## config.mk

```make
export PLATFORM = sky130hd
export DESIGN_NAME = gpio_irq_ctrl
export DESIGN_NICKNAME = d
export VERILOG_FILES = /design/src/rtl/gpio_irq_pkg.sv /design/src/rtl/gpio_irq_sync.sv /design/src/rtl/gpio_irq_pin.sv /design/src/rtl/gpio_irq_regs.sv /design/src/rtl/gpio_irq_ctrl.sv
export SDC_FILE = /design/constraint.sdc
export NUM_CORES = 1
export LEC_CHECK = 0
export BUFFER_PORTS_ARGS = -buffer_cell sky130_fd_sc_hd__buf_2
export CAP_MARGIN = 5
export CORE_UTILIZATION = 45
export CTS_CLUSTER_DIAMETER = 100
export DETAILED_ROUTE_END_ITERATION = 12
export GPL_TIMING_DRIVEN = 0
export PLACE_DENSITY_LB_ADDON = 0.12
export RECOVER_POWER = 25
export SLEW_MARGIN = 20
export SYNTH_ARGS = -nofsm -noshare
export SYNTH_HDL_FRONTEND = slang
export SYNTH_SLANG_ARGS = --single-unit
export TNS_END_PERCENT = 10
```

## constraint.sdc

```tcl
create_clock -name clk -period 3.1 [get_ports clk]
set_clock_uncertainty 0.1 [all_clocks]
set_input_delay 0.62 -clock clk [delete_from_list [all_inputs] [get_ports clk]]
set_output_delay 0.62 -clock clk [all_outputs]
set_load 0.05 [all_outputs]
```

## src/rtl/gpio_irq_pkg.sv

```systemverilog
package gpio_irq_pkg;
  localparam int CFG_W = 5;

  typedef enum logic [1:0] {
    DET_LEVEL = 2'd0,
    DET_RISE  = 2'd1,
    DET_FALL  = 2'd2,
    DET_BOTH  = 2'd3
  } det_mode_e;

  typedef struct packed {
    logic [1:0] det;
    logic       pol;
    logic       raw;
    logic       ien;
  } pin_cfg_t;

  localparam logic SEL_CFG  = 1'b0;
  localparam logic SEL_STAT = 1'b1;
endpackage

```

## src/rtl/gpio_irq_sync.sv

```systemverilog
module gpio_irq_sync #(
  parameter int WIDTH  = 8,
  parameter int STAGES = 2
) (
  input  logic             clk,
  input  logic             rst,
  input  logic [WIDTH-1:0] d,
  output logic [WIDTH-1:0] q
);
  logic [WIDTH-1:0] stage [STAGES];

  always_ff @(posedge clk) begin
    if (rst) begin
      for (int i = 0; i < STAGES; i++) stage[i] <= '0;
    end else begin
      stage[0] <= d;
      for (int i = 1; i < STAGES; i++) stage[i] <= stage[i-1];
    end
  end

  assign q = stage[STAGES-1];
endmodule

```

## src/rtl/gpio_irq_pin.sv

```systemverilog
module gpio_irq_pin
  import gpio_irq_pkg::*;
#(
  parameter int DET_W    = 2,
  parameter bit ACK_HIGH = 1'b1
) (
  input  logic     clk,
  input  logic     rst,
  input  logic     level_i,
  input  logic     cfg_we_i,
  input  pin_cfg_t cfg_i,
  input  logic     st_we_i,
  input  logic     st_bit_i,
  output pin_cfg_t cfg_o,
  output logic     status_o,
  output logic     fire_o
);
  pin_cfg_t cfg_q, cfg_next;
  logic prev_q, status_q;
  logic rise, fall, hit, latch, clr;

  // registered copy follows the input every cycle, independent of config
  always_ff @(posedge clk) begin
    if (rst) prev_q <= 1'b0;
    else     prev_q <= level_i;
  end

  assign rise = level_i & ~prev_q;
  assign fall = ~level_i & prev_q;

  generate
    if (DET_W >= 2) begin : g_two_bit
      always_comb begin
        cfg_next = cfg_i;
        case (det_mode_e'(cfg_q.det))
          DET_LEVEL: hit = (level_i == cfg_q.pol);
          DET_RISE:  hit = rise;
          DET_FALL:  hit = fall;
          default:   hit = rise | fall;
        endcase
      end
    end else begin : g_one_bit
      logic unused_det_hi;
      assign unused_det_hi = cfg_i.det[1];
      always_comb begin
        cfg_next        = cfg_i;
        cfg_next.det[1] = 1'b0;
        if (cfg_q.det[0]) hit = cfg_q.pol ? rise : fall;
        else              hit = (level_i == cfg_q.pol);
      end
    end
  endgenerate

  assign latch = cfg_q.raw & hit;
  assign clr   = st_we_i & (st_bit_i == ACK_HIGH);

  always_ff @(posedge clk) begin
    if (rst) begin
      cfg_q    <= '0;
      status_q <= 1'b0;
    end else begin
      if (cfg_we_i) cfg_q <= cfg_next;
      if (latch)    status_q <= 1'b1;
      else if (clr) status_q <= 1'b0;
    end
  end

  assign cfg_o    = cfg_q;
  assign status_o = status_q;
  assign fire_o   = status_q & cfg_q.ien;

  // a flag only rises when latching was enabled
  a_r4_needs_raw: assert property (@(posedge clk) disable iff (rst)
    $rose(status_q) |-> $past(cfg_q.raw));
  // a set flag is kept until a clear, masked or not
  a_r5_hold: assert property (@(posedge clk) disable iff (rst)
    (status_q && !clr) |=> status_q);
  // a clearing write without an event empties the flag
  a_r7_clear: assert property (@(posedge clk) disable iff (rst)
    (clr && !latch) |=> !status_q);
  // event and clear in one cycle leave the flag set
  a_r8_event_wins: assert property (@(posedge clk) disable iff (rst)
    (st_we_i && latch) |=> status_q);
endmodule

```

## src/rtl/gpio_irq_regs.sv

```systemverilog
module gpio_irq_regs
  import gpio_irq_pkg::*;
#(
  parameter int NUM_PINS = 8,
  parameter int DATA_W   = 32,
  parameter int ADDR_W   = 4
) (
  input  logic                          clk,
  input  logic                          rst,
  input  logic                          wr_en,
  input  logic                          rd_en,
  input  logic [ADDR_W-1:0]             addr,
  input  logic [DATA_W-1:0]             wdata,
  input  pin_cfg_t [NUM_PINS-1:0]       cfg_all,
  input  logic [NUM_PINS-1:0]           status_all,
  output logic [NUM_PINS-1:0]           cfg_we,
  output logic [NUM_PINS-1:0]           st_we,
  output pin_cfg_t                      cfg_wr,
  output logic                          st_bit,
  output logic [DATA_W-1:0]             rdata,
  output logic                          rd_valid
);
  localparam int PIN_W = ADDR_W - 1;

  logic [PIN_W-1:0] pin_idx;
  logic             sel, in_range;
  logic [DATA_W-1:0] rd_word;
  logic unused_wdata;

  assign pin_idx  = addr[ADDR_W-1:1];
  assign sel      = addr[0];
  assign in_range = (int'(pin_idx) < NUM_PINS);
  assign cfg_wr   = pin_cfg_t'(wdata[CFG_W-1:0]);
  assign st_bit   = wdata[0];
  assign unused_wdata = ^wdata[DATA_W-1:CFG_W];

  generate
    for (genvar p = 0; p < NUM_PINS; p++) begin : g_dec
      assign cfg_we[p] = wr_en && (sel == SEL_CFG)  && (pin_idx == PIN_W'(p));
      assign st_we[p]  = wr_en && (sel == SEL_STAT) && (pin_idx == PIN_W'(p));
    end
  endgenerate

  always_comb begin
    rd_word = '0;
    if (in_range) begin
      if (sel == SEL_STAT) rd_word = DATA_W'(status_all[pin_idx]);
      else                 rd_word = DATA_W'(cfg_all[pin_idx]);
    end
  end

  always_ff @(posedge clk) begin
    if (rst) begin
      rdata    <= '0;
      rd_valid <= 1'b0;
    end else begin
      rd_valid <= rd_en;
      if (rd_en) rdata <= rd_word;
    end
  end

  // read strobe yields exactly one valid cycle after it
  a_r9_valid: assert property (@(posedge clk) disable iff (rst)
    rd_en |=> rd_valid);
  a_r9_no_spurious: assert property (@(posedge clk) disable iff (rst)
    !rd_en |=> !rd_valid);
  // at most one word written per cycle
  a_r7_one_target: assert property (@(posedge clk) disable iff (rst)
    $onehot0({cfg_we, st_we}));
endmodule

```

## src/rtl/gpio_irq_ctrl.sv

```systemverilog
module gpio_irq_ctrl
  import gpio_irq_pkg::*;
#(
  parameter int NUM_PINS    = 8,
  parameter int DET_W       = 2,
  parameter bit ACK_HIGH    = 1'b1,
  parameter int DATA_W      = 32,
  parameter int SYNC_STAGES = 2,
  localparam int ADDR_W     = $clog2(NUM_PINS) + 1
) (
  input  logic                clk,
  input  logic                rst,
  input  logic [NUM_PINS-1:0] pin_i,
  input  logic                wr_en,
  input  logic                rd_en,
  input  logic [ADDR_W-1:0]   addr,
  input  logic [DATA_W-1:0]   wdata,
  output logic [DATA_W-1:0]   rdata,
  output logic                rd_valid,
  output logic                irq_o
);
  logic [NUM_PINS-1:0] pin_s;
  logic [NUM_PINS-1:0] cfg_we, st_we, status_all, fire;
  pin_cfg_t [NUM_PINS-1:0] cfg_all;
  pin_cfg_t cfg_wr;
  logic st_bit;
  logic irq_q;

  gpio_irq_sync #(.WIDTH(NUM_PINS), .STAGES(SYNC_STAGES)) u_sync (
    .clk(clk), .rst(rst), .d(pin_i), .q(pin_s)
  );

  gpio_irq_regs #(.NUM_PINS(NUM_PINS), .DATA_W(DATA_W), .ADDR_W(ADDR_W)) u_regs (
    .clk(clk), .rst(rst), .wr_en(wr_en), .rd_en(rd_en), .addr(addr),
    .wdata(wdata), .cfg_all(cfg_all), .status_all(status_all),
    .cfg_we(cfg_we), .st_we(st_we), .cfg_wr(cfg_wr), .st_bit(st_bit),
    .rdata(rdata), .rd_valid(rd_valid)
  );

  generate
    for (genvar p = 0; p < NUM_PINS; p++) begin : g_pin
      gpio_irq_pin #(.DET_W(DET_W), .ACK_HIGH(ACK_HIGH)) u_pin (
        .clk(clk), .rst(rst), .level_i(pin_s[p]),
        .cfg_we_i(cfg_we[p]), .cfg_i(cfg_wr),
        .st_we_i(st_we[p]), .st_bit_i(st_bit),
        .cfg_o(cfg_all[p]), .status_o(status_all[p]), .fire_o(fire[p])
      );
    end
  endgenerate

  always_ff @(posedge clk) begin
    if (rst) irq_q <= 1'b0;
    else     irq_q <= |fire;
  end

  assign irq_o = irq_q;

  // summary follows the qualified flags one cycle later
  a_r6_summary_on: assert property (@(posedge clk) disable iff (rst)
    (|fire) |=> irq_o);
  a_r6_summary_off: assert property (@(posedge clk) disable iff (rst)
    !(|fire) |=> !irq_o);
endmodule

```

# After elaboration in Yosys (flattened, before gate mapping)
# Memories as Yosys holds them, arrays and structs flattened.
# Index checks and enable logic that the tools add are counted.
totals:
  regBits: 90
  ram_bits: 16
  inputBits: 48
  output_inout_bits: 34
  elab_cells: 221
  mem_count: 1
mem_list:
  columns: ["name", "words", "word_bits", "rd", "rd_ports_with_merged_regs", "wr", "line", "rtl"]
  rows:
  - ["u_sync.stage", 2, 8, 2, 0, 2, "gpio_irq_sync.sv:10", "logic [WIDTH-1:0] stage [STAGES];"]
op_classes:
  n_lt_le_gt_ge: 1
  eq_ne: 31
  n_mux: 34
  n_bitwise: 67
  reduce_logical: 36
op_table:
  columns: ["cell", "n"]
  rows:
  - ["$and A1 B1 Y1", 40]
  - ["$pmux W1 S3", 8]
  - ["$mux W1", 20]
  - ["$logic_and A1 B1 Y1", 18]
  - ["$not A1 Y1", 17]
  - ["$eq A2 B1 Y1 const B", 8]
  - ["$eq A2 B2 Y1 const B", 8]
  - ["$logic_not A2 Y1", 8]
  - ["$mux W8", 2]
  - ["$reduce_bool A2 Y1", 8]
  - ["$bmux W5 S3", 1]
  - ["$eq A3 B3 Y1 const B", 4]
  - ["$mux W5", 2]
  - ["$or A1 B1 Y1", 10]
  - ["$eq A1 B1 Y1", 8]
  - ["$reduce_or A8 Y1", 1]
  - ["$eq A3 B2 Y1 const B", 2]
  - ["$lt A3 B4 Y1 const B", 1]
  - ["$bmux W1 S3", 1]
  - ["$eq A3 B1 Y1 const B", 1]
  - ["$logic_not A3 Y1", 1]

# Longest topological paths before layout
# An unclocked memory read counts as a cell.
depth:
  ltp_word: 7
  ltp_mapped: 6
  ltp_nobuf: 6

# Hierarchy
# Synthesis repeated with hierarchy kept, for this count alone.
hier_totals:
  cells_unflattened: 420
  hier_area_um2: 4036.4
modules_own_cells:
  columns: ["mod", "n_inst", "cells_each", "area_per_inst_um2", "seq_area_each_um2"]
  rows:
  - ["gpio_irq_pin", 8, 34, 314.1, 140.1]
  - ["gpio_irq_regs", 1, 103, 962.2, 120.1]
  - ["gpio_irq_sync", 1, 41, 524.3, 320.3]
  - ["gpio_irq_ctrl", 1, 4, 37.5, 20.0]

# Least setup slack after synthesis
# OpenSTA, ideal clock, no wires.
synth_timing:
  kind: "input to register"
  from: "input port addr[2]"
  to: "register u_regs.rdata[0]"
  setup_time_ps: 133
  arrival_time_ps: 1522
  slack_ps: 1345
  stages: 4
  path_cell_list: "buf_4 mux4_2 mux2i_1 o221ai_1"
synth_between:
  elab_chain_cells: 3
  word_cells_on_any_way: 5
  cone_classes: "mux (5)"
synth_rtl:
  columns: ["item", "line", "rtl"]
  rows:
  - ["start: declaration", "gpio_irq_ctrl.sv:16", "input logic [ADDR_W-1:0] addr,"]
  - ["$bmux W5 S3 or $bmux W1 S3 (tied branches)", "gpio_irq_regs.sv:48, gpio_irq_regs.sv:47", null]
  - ["$mux W5 (not written as such) or $mux W1 (tied branches)", "gpio_irq_regs.sv:48, gpio_irq_regs.sv:47", null]
  - ["$mux W5 *", "gpio_irq_regs.sv:47", "if (sel == SEL_STAT) rd_word = DATA_W'(status_all[pin_idx]);"]
  - ["end signal: assignment", "gpio_irq_regs.sv:58", "if (rd_en) rdata <= rd_word;"]
  - ["end: declaration", "gpio_irq_regs.sv:20", "output logic [DATA_W-1:0] rdata,"]
# Every way passes the cells marked *; elsewhere a longest branch is shown, timed or not. The select of a mux whose other input is x is not followed.
# A chain may end at the register's enable or synchronous reset.

# Final worst setup path
layout_timing:
  from: "input port addr[1]"
  to: "register g_pin[3].u_pin.cfg_q (netlist bit g_pin[3].u_pin.cfg_o[2])"
layout_between:
  elab_chain_cells: 2
layout_rtl:
  columns: ["item", "line", "rtl"]
  rows:
  - ["$eq A3 B2 Y1", "gpio_irq_regs.sv:39", "assign cfg_we[p] = wr_en && (sel == SEL_CFG) && (pin_idx == PIN_W'(p));"]
  - ["$logic_and A1 B1 Y1", "gpio_irq_regs.sv:39", null]
  - ["end signal: assignment", "gpio_irq_pin.sv:62", "if (cfg_we_i) cfg_q <= cfg_next;"]
  - ["end: declaration", "gpio_irq_pin.sv:18", "pin_cfg_t cfg_q, cfg_next;"]
# No other way between the ends.

==> qor.yml <==
worst_setup_path:
  cp.required_ns: 3.22
  arrival_ns: 2.21
  endpoint_kind: "flop"
  cp_max_fo: 10
  criticalPathCategory: "input port to flop"
  cp-start-kind: "input port"
die:
  start_util_pct: 46.2
  rows: 33
  dieHeight_um: 93.6
  coreArea_um2: 8180
  io_pins: 82
  fp.dieW_um: 93.6
  die-area_um2: 8760
drt:
  final_antenna_net_count: 0
  post_drt_wl_per_cell_um: 15.2
  vias_per_cell: 5.09
  dr.pass1.iters: 4
  finalWirelength_mm: 8.48
  vias: 2830
  first_iter_violations: 101
  drc: 0
clocking:
  cts.sink_count: 79
  insertion_delay_ns: 0.35
  clkTransAtPathRegs_ns: 0.08
  cts_resized: 0
  cts_tree: "yes"
  cts_setup_buffers: 0
  cts_inserted_buffers: 9
  ctsHoldBuffers: 0
  cts-root-buf: "clkbuf_8"
  clock_path_buffers: 2
  cts_max_level: 3
timing:
  finalHoldViolCount: 0
  period_needed_ns: 2.09
  fmax_mhz: 477
  worst_pin_slew_ns: 0.618
  tns_ns: 0
  finalSetupViolCount: 0
  slew_viol_final: 0
  period_share_pct: 67.6
  rsz0062_at_grt: "false"
  slew_headroom_pct: 58.8
placed_design:
  place_area_um2: 4110
  place_inst: 541
  gp_congestion: 0.826
  dp_hpwl_mm: 6.37
  io_buffers: 21
finish:
  final_cell_area_um2: 4340
  syn2layout_area_growth_pct: 14.8
  mostFrequentLayoutCell: "dfxtp_1"
  nFillCells: 779
  drive_above_1_share_pct: 20.2
  nets: 511
  final_cells: 556
  final_cell_mix: "79 x dfxtp_1, 35 x nand2_1, 34 x nor2_1, 30 x buf_4, 28 x a21oi_1"
  antenna-diode-count: 0
pwr:
  switching_share_pct: 25.1
  p_clk_share_pct: 40.3
  p_per_area_nw_per_um2: 503
  p_leak_uw: 0.00183
  p_comb_share_pct: 11.6
  seq_power_share_pct: 48.1
  p_switching_uw: 548
  ir_drop_mv: 0.260
  intPower_uw: 1630
yosys:
  synth_area_per_cell_um2: 9.71
  synthAdderAreaFrac_pct: 5.30
  synth_top_family_by_area: "multiplexers"
  synth_seq_cells: 79
  muxShareOfSynthArea_pct: 18.5
  synth_warnings: 0
  synth_cells: 389
  synth_simple_gate_area_share_pct: 13.3
  ys_types: 29
  seq_area_frac_synth_pct: 41.9
  synth_xor_area_share_pct: 1.85
  mappedNetlistArea_um2: 3780
  synth_compound_area_share_pct: 8.68
global_routing:
  antenna_found_initial: 0
  grt_max_degree: 13
  grt.overflow.total: 0
  grt_first_pass_wirelength_mm: 13.4
  grt_pass1_vias: 2708
  grtUsageTotal_pct: 21.1
min_path:
  worstHoldPathType: "flop to flop"
flow_run:
  drv_cap: 0
status:
  status: "complete, no violations"
[path summary, 6_finish.rpt]
check,startpoint,to,slack [ns],cells past startpoint
min,u_sync.stage[0][7]$_SDFF_PP0_,u_sync.stage[0][15]$_SDFF_PP0_,0.34,1
max,addr[1],g_pin[3].u_pin.cfg_o[2]$_SDFFE_PP0P_,1.01,7
min reg2reg,u_sync.stage[0][7]$_SDFF_PP0_,u_sync.stage[0][15]$_SDFF_PP0_,0.34,1
max reg2reg,g_pin[4].u_pin.prev_q$_SDFF_PP0_,g_pin[4].u_pin.status_o$_SDFFE_PP0P_,1.52,6
[kinds of logic after synthesis]
logic type	Yosys count
buffers and inverters	73
AO/OA/AOI/OAI	61
AND/OR/NAND/NOR	105
adder cells (fa/ha/maj)	16
multiplexers	46
flip-flops	79
XOR/XNOR	8
other	1
[Yosys cell counts]
| master | instances | share of area (%) |
|---|---|---|
| nor3b_4 | 1 | 0.50 |
| ha_1 | 16 | 5.3 |
| o31ai_1 | 2 | 0.40 |
| nand2b_1 | 4 | 0.66 |
| nand2_1 | 35 | 3.5 |
| inv_1 | 24 | 2.4 |
| conb_1 | 1 | 0.099 |
| mux2i_1 | 27 | 7.2 |
| a41oi_1 | 1 | 0.23 |
| nand4_1 | 2 | 0.33 |
| xnor2_1 | 8 | 1.9 |
| o221ai_1 | 1 | 0.23 |
| nand4b_1 | 1 | 0.23 |
| a22oi_1 | 4 | 0.79 |
| nor2b_1 | 18 | 3.0 |
| nand3b_1 | 2 | 0.40 |
| dfxtp_1 | 79 | 42 |
| nand3_1 | 6 | 0.79 |
| o21ai_1 | 2 | 0.26 |
| nand2b_2 | 1 | 0.23 |
| buf_2 | 6 | 0.79 |
| o21ai_0 | 23 | 3.0 |
| buf_1 | 1 | 0.099 |
| buf_4 | 30 | 6.0 |
| a21oi_1 | 28 | 3.7 |
| mux4_2 | 19 | 11 |
| nor2_1 | 34 | 3.4 |
| nand3b_2 | 1 | 0.30 |
| clkbuf_1 | 12 | 1.2 |
[metrics by stage]
stage	setup slack (ns)	total power (uW)	hold WS (ns)	util, %
2_1_floorplan	1.34	1270	0.314	-
3_3_place_gp	0.942	1320	0.317	50.3
3_5_place_dp	0.952	1330	0.326	50.3
4_1_cts	1.34	2200	0.344	53.1
5_1_grt	0.886	2260	0.367	53.1
6_report	1.01	2180	0.340	53.1
[worst max-delay path: stages]
cell and delay, ns:
clkbuf_1 0.14, clkbuf_1 0.46, nand2_1 0.36, nor2b_1 0.19, buf_4 0.18, mux2i_1 0.21
nor2_1 0.06
[layer usage]
layer,vias up,track usage (%),part of all wire [%]
met1,1327,25.8,45
met5,-,0,0
met2,93,34.3,46
met3,21,5.28,5.8
li1,1389,-,-
met4,0,10.5,3.3
[power by group through the flow]
stage / combinational, uW / clock, uW / sequential, uW
after floorplan: 200 / 0 / 1070
after global placement: 250 / 0 / 1070
after detailed placement: 254 / 0 / 1070
after CTS: 255 / 891 / 1050
after global routing: 274 / 935 / 1050
final: 254 / 879 / 1050
[flip-flops by register name, summed over array words and instances (netlist names)]
name and count:
g_pin.u_pin.cfg_o 40, g_pin.u_pin.prev_q 8, u_regs.rd_valid 1, irq_o 1, u_sync.stage 16, g_pin.u_pin.status_o 8, u_regs.rdata 5
[final cells by class]
type,count,area (um2),area share (%)
multi-input cells,263,1900,43.8
inverters,24,90.1,2.08
repair buffers,21,103,2.37
clock inverters,3,65.1,1.50
plain buffers,49,303,6.98
clock buffers,12,165,3.81
flip-flops and latches,79,1580,36.5
well taps,105,131,3.03
(Power assumes the default switching activity.)
